$ cat src/rtl/regbuf_pkg.sv
package regbuf_pkg;
  localparam int unsigned WORD_W   = 28;
  localparam int unsigned CHECK_W  = 22;
  localparam int unsigned N_COPIES = 2;
  localparam int unsigned N_CS     = 2;
endpackage

$ cat src/rtl/regbuf_gate.sv
module regbuf_gate #(
  parameter int unsigned N_CS = 2
) (
  input  logic [N_CS-1:0] cs_n,
  input  logic            gate_en,
  output logic            load
);
  logic any_sel;

  always_comb begin
    any_sel = 1'b0;
    for (int i = 0; i < int'(N_CS); i++) begin
      any_sel = any_sel | ~cs_n[i];
    end
    load = any_sel | ~gate_en;
  end
endmodule

$ cat src/rtl/regbuf_capture.sv
module regbuf_capture #(
  parameter int unsigned WORD_W = 28,
  parameter int unsigned N_CS   = 2
) (
  input  logic              clk,
  input  logic              rst_n,
  input  logic              load,
  input  logic [WORD_W-1:0] d,
  input  logic [N_CS-1:0]   cs_n,
  input  logic              gate_en,
  output logic [WORD_W-1:0] q
);
  always_ff @(posedge clk) begin
    if (!rst_n) begin
      q <= '0;
    end else if (load) begin
      q <= d;
    end
  end

  AST_HOLD_WHEN_DESELECTED: assert property (@(posedge clk) disable iff (!rst_n)
    (gate_en && (&cs_n)) |=> $stable(q)) else $error("word changed while deselected");

  AST_LOAD_WHEN_SELECTED: assert property (@(posedge clk) disable iff (!rst_n)
    (gate_en && !(&cs_n)) |=> (q == $past(d))) else $error("word not loaded under select");

  AST_LOAD_UNGATED: assert property (@(posedge clk) disable iff (!rst_n)
    (!gate_en) |=> (q == $past(d))) else $error("word not loaded with gating off");
endmodule

$ cat src/rtl/regbuf_parity.sv
module regbuf_parity #(
  parameter int unsigned CHECK_W = 22
) (
  input  logic               clk,
  input  logic               rst_n,
  input  logic [CHECK_W-1:0] d_sub,
  input  logic               par,
  output logic               err_n
);
  localparam int unsigned CAP_W = CHECK_W + 1;

  logic [CAP_W-1:0] cap_q;
  logic             odd;

  always_ff @(posedge clk) begin
    if (!rst_n) begin
      cap_q <= '0;
    end else begin
      cap_q <= {par, d_sub};
    end
  end

  always_comb odd = ^cap_q;

  always_ff @(posedge clk) begin
    if (!rst_n) begin
      err_n <= 1'b1;
    end else begin
      err_n <= ~odd;
    end
  end

  logic [1:0] settle_q;
  always_ff @(posedge clk) begin
    if (!rst_n) begin
      settle_q <= 2'd0;
    end else if (settle_q != 2'd2) begin
      settle_q <= settle_q + 2'd1;
    end
  end

  AST_FLAG_TWO_EDGES: assert property (@(posedge clk) disable iff (!rst_n)
    (settle_q == 2'd2) |-> (err_n == ~(^$past({par, d_sub}, 2)))) else $error("parity flag mismatch");

  AST_FLAG_HIGH_AFTER_RESET: assert property (@(posedge clk) disable iff (!rst_n)
    (settle_q == 2'd0) |-> err_n) else $error("flag low right after reset");
endmodule

$ cat src/rtl/regbuf_fanout.sv
module regbuf_fanout #(
  parameter int unsigned WORD_W   = 28,
  parameter int unsigned N_COPIES = 2
) (
  input  logic [WORD_W-1:0]          word,
  output logic [N_COPIES*WORD_W-1:0] copies
);
  for (genvar c = 0; c < int'(N_COPIES); c++) begin : g_copy
    assign copies[c*WORD_W +: WORD_W] = word;
  end
endmodule

$ cat src/rtl/addr_regbuf.sv
module addr_regbuf
  import regbuf_pkg::*;
#(
  parameter int unsigned P_WORD_W   = WORD_W,
  parameter int unsigned P_CHECK_W  = CHECK_W,
  parameter int unsigned P_N_COPIES = N_COPIES,
  parameter int unsigned P_N_CS     = N_CS
) (
  input  logic                              clk,
  input  logic                              rst_n,
  input  logic [P_WORD_W-1:0]               d_in,
  input  logic                              par_in,
  input  logic [P_N_CS-1:0]                 cs_n,
  input  logic                              gate_en,
  output logic [P_N_COPIES*P_WORD_W-1:0]    q_out,
  output logic                              err_n
);
  logic                load;
  logic [P_WORD_W-1:0] word_q;

  regbuf_gate #(.N_CS(P_N_CS)) u_gate (
    .cs_n    (cs_n),
    .gate_en (gate_en),
    .load    (load)
  );

  regbuf_capture #(.WORD_W(P_WORD_W), .N_CS(P_N_CS)) u_capture (
    .clk     (clk),
    .rst_n   (rst_n),
    .load    (load),
    .d       (d_in),
    .cs_n    (cs_n),
    .gate_en (gate_en),
    .q       (word_q)
  );

  regbuf_parity #(.CHECK_W(P_CHECK_W)) u_parity (
    .clk   (clk),
    .rst_n (rst_n),
    .d_sub (d_in[P_CHECK_W-1:0]),
    .par   (par_in),
    .err_n (err_n)
  );

  regbuf_fanout #(.WORD_W(P_WORD_W), .N_COPIES(P_N_COPIES)) u_fanout (
    .word   (word_q),
    .copies (q_out)
  );

  logic rst_seen_q;
  always_ff @(posedge clk) begin
    if (rst_seen_q) begin
      AST_RESET_CLEARS: assert (q_out == '0 && err_n == 1'b1) else $error("reset state wrong");
    end
    rst_seen_q <= !rst_n;
  end
endmodule

$ cat config.mk
export PLATFORM = sky130hd
export DESIGN_NAME = addr_regbuf
export DESIGN_NICKNAME = d
export VERILOG_FILES = /design/src/rtl/regbuf_pkg.sv /design/src/rtl/regbuf_gate.sv /design/src/rtl/regbuf_capture.sv /design/src/rtl/regbuf_parity.sv /design/src/rtl/regbuf_fanout.sv /design/src/rtl/addr_regbuf.sv
export SDC_FILE = /design/constraint.sdc
export NUM_CORES = 1
export LEC_CHECK = 0
export ABC_AREA = 1
export BUFFER_PORTS_ARGS = -buffer_cell sky130_fd_sc_hd__clkbuf_2
export CAP_MARGIN = 20
export CORE_MARGIN = 2
export CORE_UTILIZATION = 26
export CTS_CLUSTER_DIAMETER = 200
export DETAILED_ROUTE_END_ITERATION = 8
export GPL_ROUTABILITY_DRIVEN = 0
export SETUP_SLACK_MARGIN = 0.2
export SLEW_MARGIN = 40
export SYNTH_ARGS = -nofsm -noshare
export SYNTH_HDL_FRONTEND = slang
export SYNTH_SLANG_ARGS = --single-unit
$ cat constraint.sdc
create_clock -name clk -period 1.39 [get_ports clk]
set_input_delay 0.139 -clock clk [delete_from_list [all_inputs] [get_ports clk]]
set_output_delay 0.139 -clock clk [all_outputs]
set_load 0.005 [all_outputs]
### After elaboration in Yosys (flattened, before gate mapping)

Cells that the tools add are included.

* register bits after elaboration: 52
* output and inout port bits: 57

* bitwise gates (word level): 6
* reductions and logical operators: 1

Operators with widths (number)
* 23-bit XOR reduction: 1
* 1-bit NOT: 4
* 1-bit bitwise OR: 2

### Logic depth before layout (Yosys ltp)

Gate-level depths: netlist of the first run.

* depth in word-level cells: 3
* mapped depth: 11
* depth with buffers taken out: 11

### Hierarchy

A second synthesis of the first run with hierarchy kept.

* cells, all modules: 433
* area total of the unflattened synthesis: 2800.2 sq um

By module, submodules not included
* regbuf_parity: times used 1, cells an instance 199, area an instance 1207.4 sq um, seq. area each 480.5 sq um
* regbuf_capture: times used 1, cells an instance 177, area an instance 1167.4 sq um, seq. area each 560.5 sq um
* regbuf_fanout: times used 1, cells an instance 56, area an instance 420.4 sq um, seq. area each 0.0 sq um
* regbuf_gate: times used 1, cells an instance 1, area an instance 5.0 sq um, seq. area each 0.0 sq um

### Least setup slack after synthesis of the first run

Ideal clock, no wire load.

* path kind: register to register
* start point: reg u_parity.cap_q[0]
* end point: reg u_parity.err_n
* setup time: 0.130 ns
* data arrival time: 0.908 ns
* path slack: 0.352 ns
* cell stages (with the launch flop): 12
* path buffers: 0
* cells stage by stage: dfxtp_1 inv_1 nand2_1 nand2_2 nand2_2 nand2_1 inv_1 nand2_1 nand2_1 nand2_1 nand3_1 nand3_1

* word-level cells in the longest chain between the ends: 2

Ends and longest elaborated chain
* start: declaration: RTL line regbuf_parity.sv:12 `logic [CAP_W-1:0] cap_q;`
* start signal: assignment: RTL line regbuf_parity.sv:19 `cap_q <= {par, d_sub};`
* 23-bit XOR reduction: RTL line regbuf_parity.sv:23 `always_comb odd = ^cap_q;`
* 1-bit NOT: RTL line regbuf_parity.sv:29 `err_n <= ~odd;`
* end signal: assignment: RTL line regbuf_parity.sv:29
* end: declaration: RTL line regbuf_parity.sv:8 `output logic err_n`

Every way passes these cells.
A chain may end at the register's enable or synchronous reset.

### Final worst setup path of the first run

* start point: reg u_parity.cap_q[8]
* end point: reg u_parity.err_n

The elaborated chain is that of the path after synthesis.

==> results of run 1 <==
-- worst max path at each step --
stage / endpoint / slack [ns] / from
final: u_parity.err_n / 0.26 / u_parity.cap_q[8]
after global routing: u_parity.err_n / 0.12 / u_parity.cap_q[0]
after CTS: u_parity.err_n / 0.24 / u_parity.cap_q[4]
after detailed placement: u_parity.err_n / 0.25 / u_parity.cap_q[4]
after global placement: u_parity.err_n / 0.30 / u_parity.cap_q[10]
after floorplan: u_parity.err_n / 0.35 / u_parity.cap_q[0]
-- Yosys cell counts --
cell / instances
sky130_fd_sc_hd__nand2_1: 107
sky130_fd_sc_hd__inv_1: 69
sky130_fd_sc_hd__dfxtp_1: 52
sky130_fd_sc_hd__buf_4: 29
sky130_fd_sc_hd__a21oi_1: 28
sky130_fd_sc_hd__o21ai_0: 25
sky130_fd_sc_hd__nand2_2: 7
sky130_fd_sc_hd__nand3_1: 7
sky130_fd_sc_hd__clkbuf_1: 6
sky130_fd_sc_hd__xnor2_1: 4
sky130_fd_sc_hd__buf_2: 3
sky130_fd_sc_hd__inv_2: 3
sky130_fd_sc_hd__o21ai_1: 3
sky130_fd_sc_hd__xor2_1: 3
sky130_fd_sc_hd__clkbuf_2: 2
sky130_fd_sc_hd__nor2_1: 1
sky130_fd_sc_hd__nor2_2: 1
-- through the flow --
step | std cells | utilization
finish | 521 | 0.3180
detailed placement | 513 | 0.3049
global placement | 513 | 0.3049
CTS | 521 | 0.3148
floorplan | 350 | -
global route | 521 | 0.3180
-- worst max-delay path, delay by kind of cell (launching register included) --
kind | cells | cell delay, ns
simple gates | 9 | 0.62
buf+inv | 1 | 0.04
flops | 1 | 0.34
-- state kept, by name, indices dropped and copies added, names as in the netlist --
name and count:
u_capture.q 28, u_parity.cap_q 23, u_parity.err_n 1
-- cell families after synthesis --
| group | after synthesis | share of synthesized area |
|---|---|---|
| and+or+nand+nor | 123 | 0.2036 |
| buffers and inverters | 112 | 0.2223 |
| AOI/OAI and AO/OA | 56 | 0.1164 |
| DFF | 52 | 0.4322 |
| xor gates and xnor gates | 7 | 0.02546 |
-- report_power, final --
| group | switching [mW] | internal [mW] |
|---|---|---|
| Sequential | 0.0670 | 1.59 |
| Clock | 0.456 | 0.407 |
| Combinational | 0.282 | 0.239 |
-- per-layer routing --
metal | GRT usage | wire length, um | share of wire
met3 | 0.01880 | 181 | 0.039
met5 | 0 | 0 | 0
met2 | 0.1678 | 2295 | 0.50
met4 | 0.03793 | 82 | 0.018
met1 | 0.1093 | 2030 | 0.44
-- area by class of cell --
| cell class | instances | area, um^2 | share of cell area |
|---|---|---|---|
| Sequential cell | 52 | 1057 | 0.3650 |
| Inverter | 72 | 270.3 | 0.09330 |
| Clock buffer | 8 | 90.09 | 0.03110 |
| Timing Repair Buffer | 92 | 490.5 | 0.1693 |
| Tap cell | 111 | 138.9 | 0.04795 |
| Multi-Input combinational cell | 186 | 849.6 | 0.2933 |
-- timing repair --
item / 4_1_cts / 5_1_grt
gates resized for setup: 0 / 20
endpoints found under the setup margin: 0 / 1
endpoints found under the hold margin: 0 / 0
setup buffers: 0 / 0
==> results_tabular.tex, run 1 <==
\begin{tabular}{lr}
\hline
Metric & Value \\
\hline
\multicolumn{2}{l}{\textbf{CTS}} \\
CTS Hold Bufs & 0 \\
CTS tree & done \\
TritonCTS Buffers & 5 \\
Clock root buffer & sky130\_fd\_sc\_hd\_\_clkbuf\_8 \\
Later-pin clock latency in the skew report & 0.30 ns \\
Max clock buf depth & 2 \\
Worst-path clk slew & 0.09 ns \\
H-tree depth & 2 \\
Sink Count & 52 \\
\multicolumn{2}{l}{\textbf{Layout}} \\
Final-stage net count & 443 \\
Non-Filler Cell Area, Final & 0.002897 mm\^{}2 \\
Commonest non-fill, non-tap cell in the layout & sky130\_fd\_sc\_hd\_\_nand2\_1 \\
Fill cells & 997 \\
Relative area change from synthesis to final layout & 20.26\% \\
Fraction of layout instances using a drive strength above 1 & 0.3171 \\
Antenna diode instance count & 0 \\
Top library cells by usage in the layout, fill and taps aside & 102 x sky130\_fd\_sc\_hd\_\_nand2\_1, 90 x sky130\_fd\_sc\_hd\_\_clkbuf\_2, 67 x sky130\_fd\_sc\_hd\_\_inv\_1 \\
\multicolumn{2}{l}{\textbf{Min path}} \\
Terminating pin of the worst hold path & u\_parity.cap\_q[18] \\
Hold Path Origin & d\_in[18] \\
Cell depth of the worst min-delay path & 3 \\
Kind of path behind the tightest hold check & in -> reg \\
\multicolumn{2}{l}{\textbf{Worst setup path}} \\
Setup CP Type & reg -> reg \\
Type of origin of the critical path & register \\
Maximum fanout count along the critical path & 3 \\
Delay contributed by the slowest stage of the critical path & 0.34 ns \\
Required time of the worst setup path & 1.57 ns \\
Flop2flop setup slack & 0.26 ns \\
Number of cells on the worst reg-to-reg path & 10 \\
Critical-path cell with the highest stage delay & sky130\_fd\_sc\_hd\_\_dfxtp\_2 \\
Worst Setup End Kind & register \\
Reg2Reg Capture Point & u\_parity.err\_n \\
Worst reg2reg path startpoint & u\_parity.cap\_q[8] \\
Critical Path, Cell by Cell & nand2\_2 > inv\_1 > nor2\_2 > nand2\_1 > nand2\_1 > nand2\_1 > nand2\_2 > nand2\_1 > nand3\_1 > nand3\_1 \\
Worst Path Arrival & 1.32 ns \\
Top cell by count, worst path & sky130\_fd\_sc\_hd\_\_nand2\_1 \\
\multicolumn{2}{l}{\textbf{Placement}} \\
PortBufs & 90 \\
Placement Setup Slack & 0.2464 ns \\
HPWL after detailed placement & 3455 um \\
Post-DP Area & 0.002778 mm\^{}2 \\
\multicolumn{2}{l}{\textbf{Global route}} \\
Number of antenna violations at the first check in global routing & 0 \\
Via count of the first global-routing pass & 1,827 \\
GRT Residual Overflow & 0 \\
GRT Util Overall & 0.09389 \\
Largest net degree at the start of global routing & 57 \\
Wire length of the first global-routing pass & 7707 um \\
\multicolumn{2}{l}{\textbf{Job}} \\
Maxcap violations & 0 \\
\multicolumn{2}{l}{\textbf{Route}} \\
Average via count per standard cell & 3.967 \\
First-pass DRT Iterations & 4 \\
First-iteration detailed-routing DRC count & 59 \\
Routed via count & 2,067 \\
Remaining number of nets flagged by the antenna check after routing & 0 \\
Detailed-route wire length per cell & 8.810 um \\
Post-route DRC violation count & 0 \\
Final wirelength & 4590 um \\
\multicolumn{2}{l}{\textbf{Floorplanning}} \\
I/O pin count & 91 \\
Width of the chip & 100.3 um \\
Height of the die & 100.3 um \\
Die area & 0.01005 mm\^{}2 \\
Core outline area & 0.009109 mm\^{}2 \\
Row count & 35 \\
Initial Utilization & 0.2644 \\
\multicolumn{2}{l}{\textbf{STA}} \\
Slew at the pin with the worst max-slew slack & 0.2056 ns \\
Hold\_ws & 0.03173 ns \\
Setup repair after global routing missed its margin & yes \\
Setup skew after layout & 0.002525 ns \\
Total Negative Setup Slacks & 0 ns \\
Relative slew slack & 0.8630 \\
Final period util & 0.8144 \\
Hold violation count in the final report & 0 \\
Final critical-path required period & 1.132 ns \\
Pins Over Slew Limit & 0 \\
Maximum clock frequency & 0.8834 GHz \\
Number of setup violations in the final report & 0 \\
Setup WS post-layout & 0.2580 ns \\
\multicolumn{2}{l}{\textbf{Yosys}} \\
Total nets after synthesis & 384 \\
Fraction of the yosys area taken by sequential cells & 0.4322 \\
Syn avg cell area & 6.882 um\^{}2 \\
Number of distinct library cells after synthesis & 17 \\
Post-Synthesis Cell Area & 0.002409 mm\^{}2 \\
Dominant cell type by area after synthesis & sky130\_fd\_sc\_hd\_\_dfxtp\_1 \\
Top cells by area in the synthesized netlist & sky130\_fd\_sc\_hd\_\_dfxtp\_1 43\%, sky130\_fd\_sc\_hd\_\_nand2\_1 17\%, sky130\_fd\_sc\_hd\_\_inv\_1 11\% \\
Number of warnings printed during yosys synthesis & 0 \\
Number of cells produced by synthesis & 350 \\
Yosys top cell area share & 0.4322 \\
Flip-flop and latch count after synthesis & 52 \\
\multicolumn{2}{l}{\textbf{Power}} \\
Maximum VDD drop & 0.3396 mV \\
LEAKAGE & 1.719 nW \\
Total power after layout & 3.043 mW \\
Areal power density over the cells & 1050 mW/mm\^{}2 \\
\multicolumn{2}{l}{\textbf{Status}} \\
Status & complete, no violations \\
\hline
\end{tabular}
Power figures use the tool's default switching activity.
==> run 2: changes to the inputs <==
==> constraint.sdc (replaced) <==
create_clock -name clk -period 1 [get_ports clk]
set_input_delay 0.1 -clock clk [delete_from_list [all_inputs] [get_ports clk]]
set_output_delay 0.1 -clock clk [all_outputs]
set_load 0.005 [all_outputs]
==> results_tabular.tex, run 2 (synthesis gave the netlist of run 1 again) <==
\begin{tabular}{lr}
\hline
Metric & Value \\
\hline
\multicolumn{2}{l}{\textbf{Status}} \\
Status & finished with violations \\
Violations in the final reports & negative setup slack \\
\multicolumn{2}{l}{\textbf{STA}} \\
Setup repair after global routing missed its margin & yes \\
Setup WS post-layout & -0.1255 ns (-0.3835 ns) \\
Hold violation count in the final report & 0 (unchanged) \\
Maximum clock frequency & 0.8885 GHz (+0.58\%) \\
Relative slew slack & 0.8686 (+0.005639) \\
Number of setup violations in the final report & 1 (+1) \\
Setup skew after layout & 0.003904 ns (+0.001380 ns) \\
Final period util & 1.126 (+0.3111) \\
Pins Over Slew Limit & 0 (unchanged) \\
Final critical-path required period & 1.126 ns (-0.006480 ns) \\
Slew at the pin with the worst max-slew slack & 0.1971 ns (-0.008458 ns) \\
\multicolumn{2}{l}{\textbf{Worst setup path}} \\
Setup CP Type & reg -> reg \\
Number of buffers and inverters on the critical path & 1 (unchanged) \\
Number of cells on the worst reg-to-reg path & 10 (unchanged) \\
Worst reg2reg path startpoint & u\_parity.cap\_q[8] \\
Delay contributed by the slowest stage of the critical path & 0.34 ns (about the same) \\
Flop2flop setup slack & -0.13 ns (-0.38 ns) \\
Critical-path cell with the highest stage delay & sky130\_fd\_sc\_hd\_\_dfxtp\_2 \\
Family with the most delay on the worst path & simple AND/OR/NAND/NOR gates \\
Type of origin of the critical path & register \\
Reg2Reg Capture Point & u\_parity.err\_n \\
Worst Path Arrival & 1.31 ns (about the same) \\
Required time of the worst setup path & 1.19 ns (-0.38 ns) \\
Worst Setup End Kind & register \\
Maximum fanout count along the critical path & 3 (unchanged) \\
Critical Path, Cell by Cell & nand2\_2 > inv\_1 > nor2\_2 > nand2\_1 > nand2\_1 > nand2\_1 > nand2\_2 > nand2\_2 > nand3\_2 > nand3\_1 \\
\multicolumn{2}{l}{\textbf{Route}} \\
Remaining number of nets flagged by the antenna check after routing & 0 (unchanged) \\
Detailed-route wire length per cell & 9.129 um (+3.6\%) \\
Routed via count & 2,213 (+7.1\%) \\
Post-route DRC violation count & 0 (unchanged) \\
Average via count per standard cell & 4.016 (+1.2\%) \\
First-iteration detailed-routing DRC count & 93 (+58\%) \\
Final wirelength & 5030 um (+9.6\%) \\
First-pass DRT Iterations & 4 (unchanged) \\
\multicolumn{2}{l}{\textbf{Floorplanning}} \\
I/O pin count & 91 (unchanged) \\
Height of the die & 100.3 um (unchanged) \\
Core outline area & 0.009109 mm\^{}2 (unchanged) \\
Row count & 35 (unchanged) \\
Initial Utilization & 0.2644 (unchanged) \\
Width of the chip & 100.3 um (unchanged) \\
Die area & 0.01005 mm\^{}2 (unchanged) \\
\multicolumn{2}{l}{\textbf{Global route}} \\
Wire length of the first global-routing pass & 8321 um (+8.0\%) \\
GRT Util Overall & 0.1003 (+0.006400) \\
Number of antenna violations at the first check in global routing & 0 (unchanged) \\
Largest net degree at the start of global routing & 53 (-7.0\%) \\
Via count of the first global-routing pass & 1,974 (+8.0\%) \\
GRT Residual Overflow & 0 (unchanged) \\
\multicolumn{2}{l}{\textbf{Layout}} \\
Fraction of layout instances using a drive strength above 1 & 0.4023 (+0.08520) \\
Relative area change from synthesis to final layout & 38.96\% \\
Final-stage net count & 473 (+6.8\%) \\
Registers with the most flip-flops & u\_capture.q x28, u\_parity.cap\_q x23, u\_parity.err\_n x1 \\
Final Core Density & 0.3674 (+0.04945) \\
Register name with the most flops & u\_capture.q \\
Flip-flop count of the largest register, all copies and words added & 28 (unchanged) \\
Top library cells by usage in the layout, fill and taps aside & 94 x sky130\_fd\_sc\_hd\_\_nand2\_1, 84 x sky130\_fd\_sc\_hd\_\_clkbuf\_2, 62 x sky130\_fd\_sc\_hd\_\_inv\_1 \\
Antenna diode instance count & 0 (unchanged) \\
Commonest non-fill, non-tap cell in the layout & sky130\_fd\_sc\_hd\_\_nand2\_1 \\
Final standard cell count with taps included and fillers excluded & 551 (+5.8\%) \\
Non-Filler Cell Area, Final & 0.003347 mm\^{}2 (+16\%) \\
\multicolumn{2}{l}{\textbf{Placement}} \\
Placed Instances & 514 (+0.19\%) \\
Placement Setup Slack & -0.1304 ns (-0.3768 ns) \\
PortBufs & 90 (unchanged) \\
Post-DP Area & 0.002814 mm\^{}2 (+1.3\%) \\
HPWL after detailed placement & 3536 um (+2.3\%) \\
\multicolumn{2}{l}{\textbf{CTS}} \\
CTS tree & done \\
Max clock buf depth & 2 (unchanged) \\
Clock root buffer & sky130\_fd\_sc\_hd\_\_clkbuf\_8 \\
Worst-path clk slew & 0.09 ns (about the same) \\
Sink Count & 52 (unchanged) \\
TritonCTS Buffers & 5 (unchanged) \\
Later-pin clock latency in the skew report & 0.30 ns (about the same) \\
H-tree depth & 2 (unchanged) \\
\multicolumn{2}{l}{\textbf{Power}} \\
LEAKAGE & 1.892 nW (+10\%) \\
Share of power burned in the clock network & 0.325 (+0.042) \\
P\_sw & 1.183 mW (+47\%) \\
Maximum VDD drop & 0.4925 mV (+45\%) \\
Total power after layout & 4.735 mW (+56\%) \\
Switching Fraction & 0.2498 (-0.01467) \\
Internal cell power & 3.552 mW (+59\%) \\
Gate power share & 0.183 (+0.012) \\
Areal power density over the cells & 1415 mW/mm\^{}2 (+35\%) \\
Sequential power share & 0.492 (-0.053) \\
\multicolumn{2}{l}{\textbf{Min path}} \\
Kind of path behind the tightest hold check & in -> reg \\
Terminating pin of the worst hold path & u\_parity.cap\_q[5] \\
Cell depth of the worst min-delay path & 3 (unchanged) \\
Hold Path Origin & d\_in[5] \\
\multicolumn{2}{l}{\textbf{Job}} \\
Maxcap violations & 0 (unchanged) \\
\hline
\end{tabular}
## run 2: stage by stage
step	TNS (ns)	hold WS, ns
2_1_floorplan	-0.02168	0.1934
3_3_place_gp	-0.08168	0.2916
3_5_place_dp	-0.1304	0.2924
4_1_cts	-0.1197	0.002089
5_1_grt	-0.2462	0.01158
6_report	-0.1255	0.004326
## run 2: final cells by class
class / instances / area (um^2)
Clock buffer: 7 / 96.34
Clock inverter: 1 / 30.03
Fill cell: 934 / 5762
Inverter: 72 / 270.3
Multi-Input combinational cell: 186 / 879.6
Sequential cell: 52 / 1096
Tap cell: 111 / 138.9
Timing Repair Buffer: 122 / 835.8
## run 2: how the worst max path moves through the flow
stage	from	to	slack, ns	depth (start not counted)
after floorplan	u_parity.cap_q[5]	u_parity.err_n	-0.02	11
after global placement	u_parity.cap_q[15]	u_parity.err_n	-0.08	11
after detailed placement	u_parity.cap_q[5]	u_parity.err_n	-0.13	11
after CTS	u_parity.cap_q[4]	u_parity.err_n	-0.12	11
after global routing	u_parity.cap_q[8]	u_parity.err_n	-0.25	10
final	u_parity.cap_q[8]	u_parity.err_n	-0.13	10
## run 2: worst register-to-register path, stage by stage (launching register included)
cell and delay [ns]:
sky130_fd_sc_hd__dfxtp_2 0.34, sky130_fd_sc_hd__nand2_2 0.07, sky130_fd_sc_hd__inv_1 0.04, sky130_fd_sc_hd__nor2_2 0.11
sky130_fd_sc_hd__nand2_1 0.06, sky130_fd_sc_hd__nand2_1 0.05, sky130_fd_sc_hd__nand2_1 0.06, sky130_fd_sc_hd__nand2_2 0.10
sky130_fd_sc_hd__nand2_2 0.06, sky130_fd_sc_hd__nand3_2 0.06, sky130_fd_sc_hd__nand3_1 0.06
## run 2: repair_timing
item | in CTS | in global routing
hold buffers | 28 | 0
endpoints found under the setup margin | 58 | 58
resized for setup | 35 | 27
pin swaps | 12 | 16
buffers inserted | 0 | 1
endpoints found under the hold margin | 29 | 0
## run 2: per-layer routing
metal  up-vias  global-route usage  share of wire
li1       1185                   -              -
met1       979              0.1127           0.43
met2        42              0.1864           0.52
met3         7             0.01880          0.032
met4         0             0.03793          0.016
met5         -                   0              0
## run 2: power groups by stage
| stage | combinational (mW) | sequential, mW | clock (mW) |
|---|---|---|---|
| floorplan | 0.515 | 2.35 | 0 |
| global route | 0.990 | 2.35 | 1.68 |
| detailed placement | 0.732 | 2.36 | 0 |
| finish | 0.867 | 2.33 | 1.54 |
| global placement | 0.721 | 2.35 | 0 |
| CTS | 0.830 | 2.33 | 1.60 |
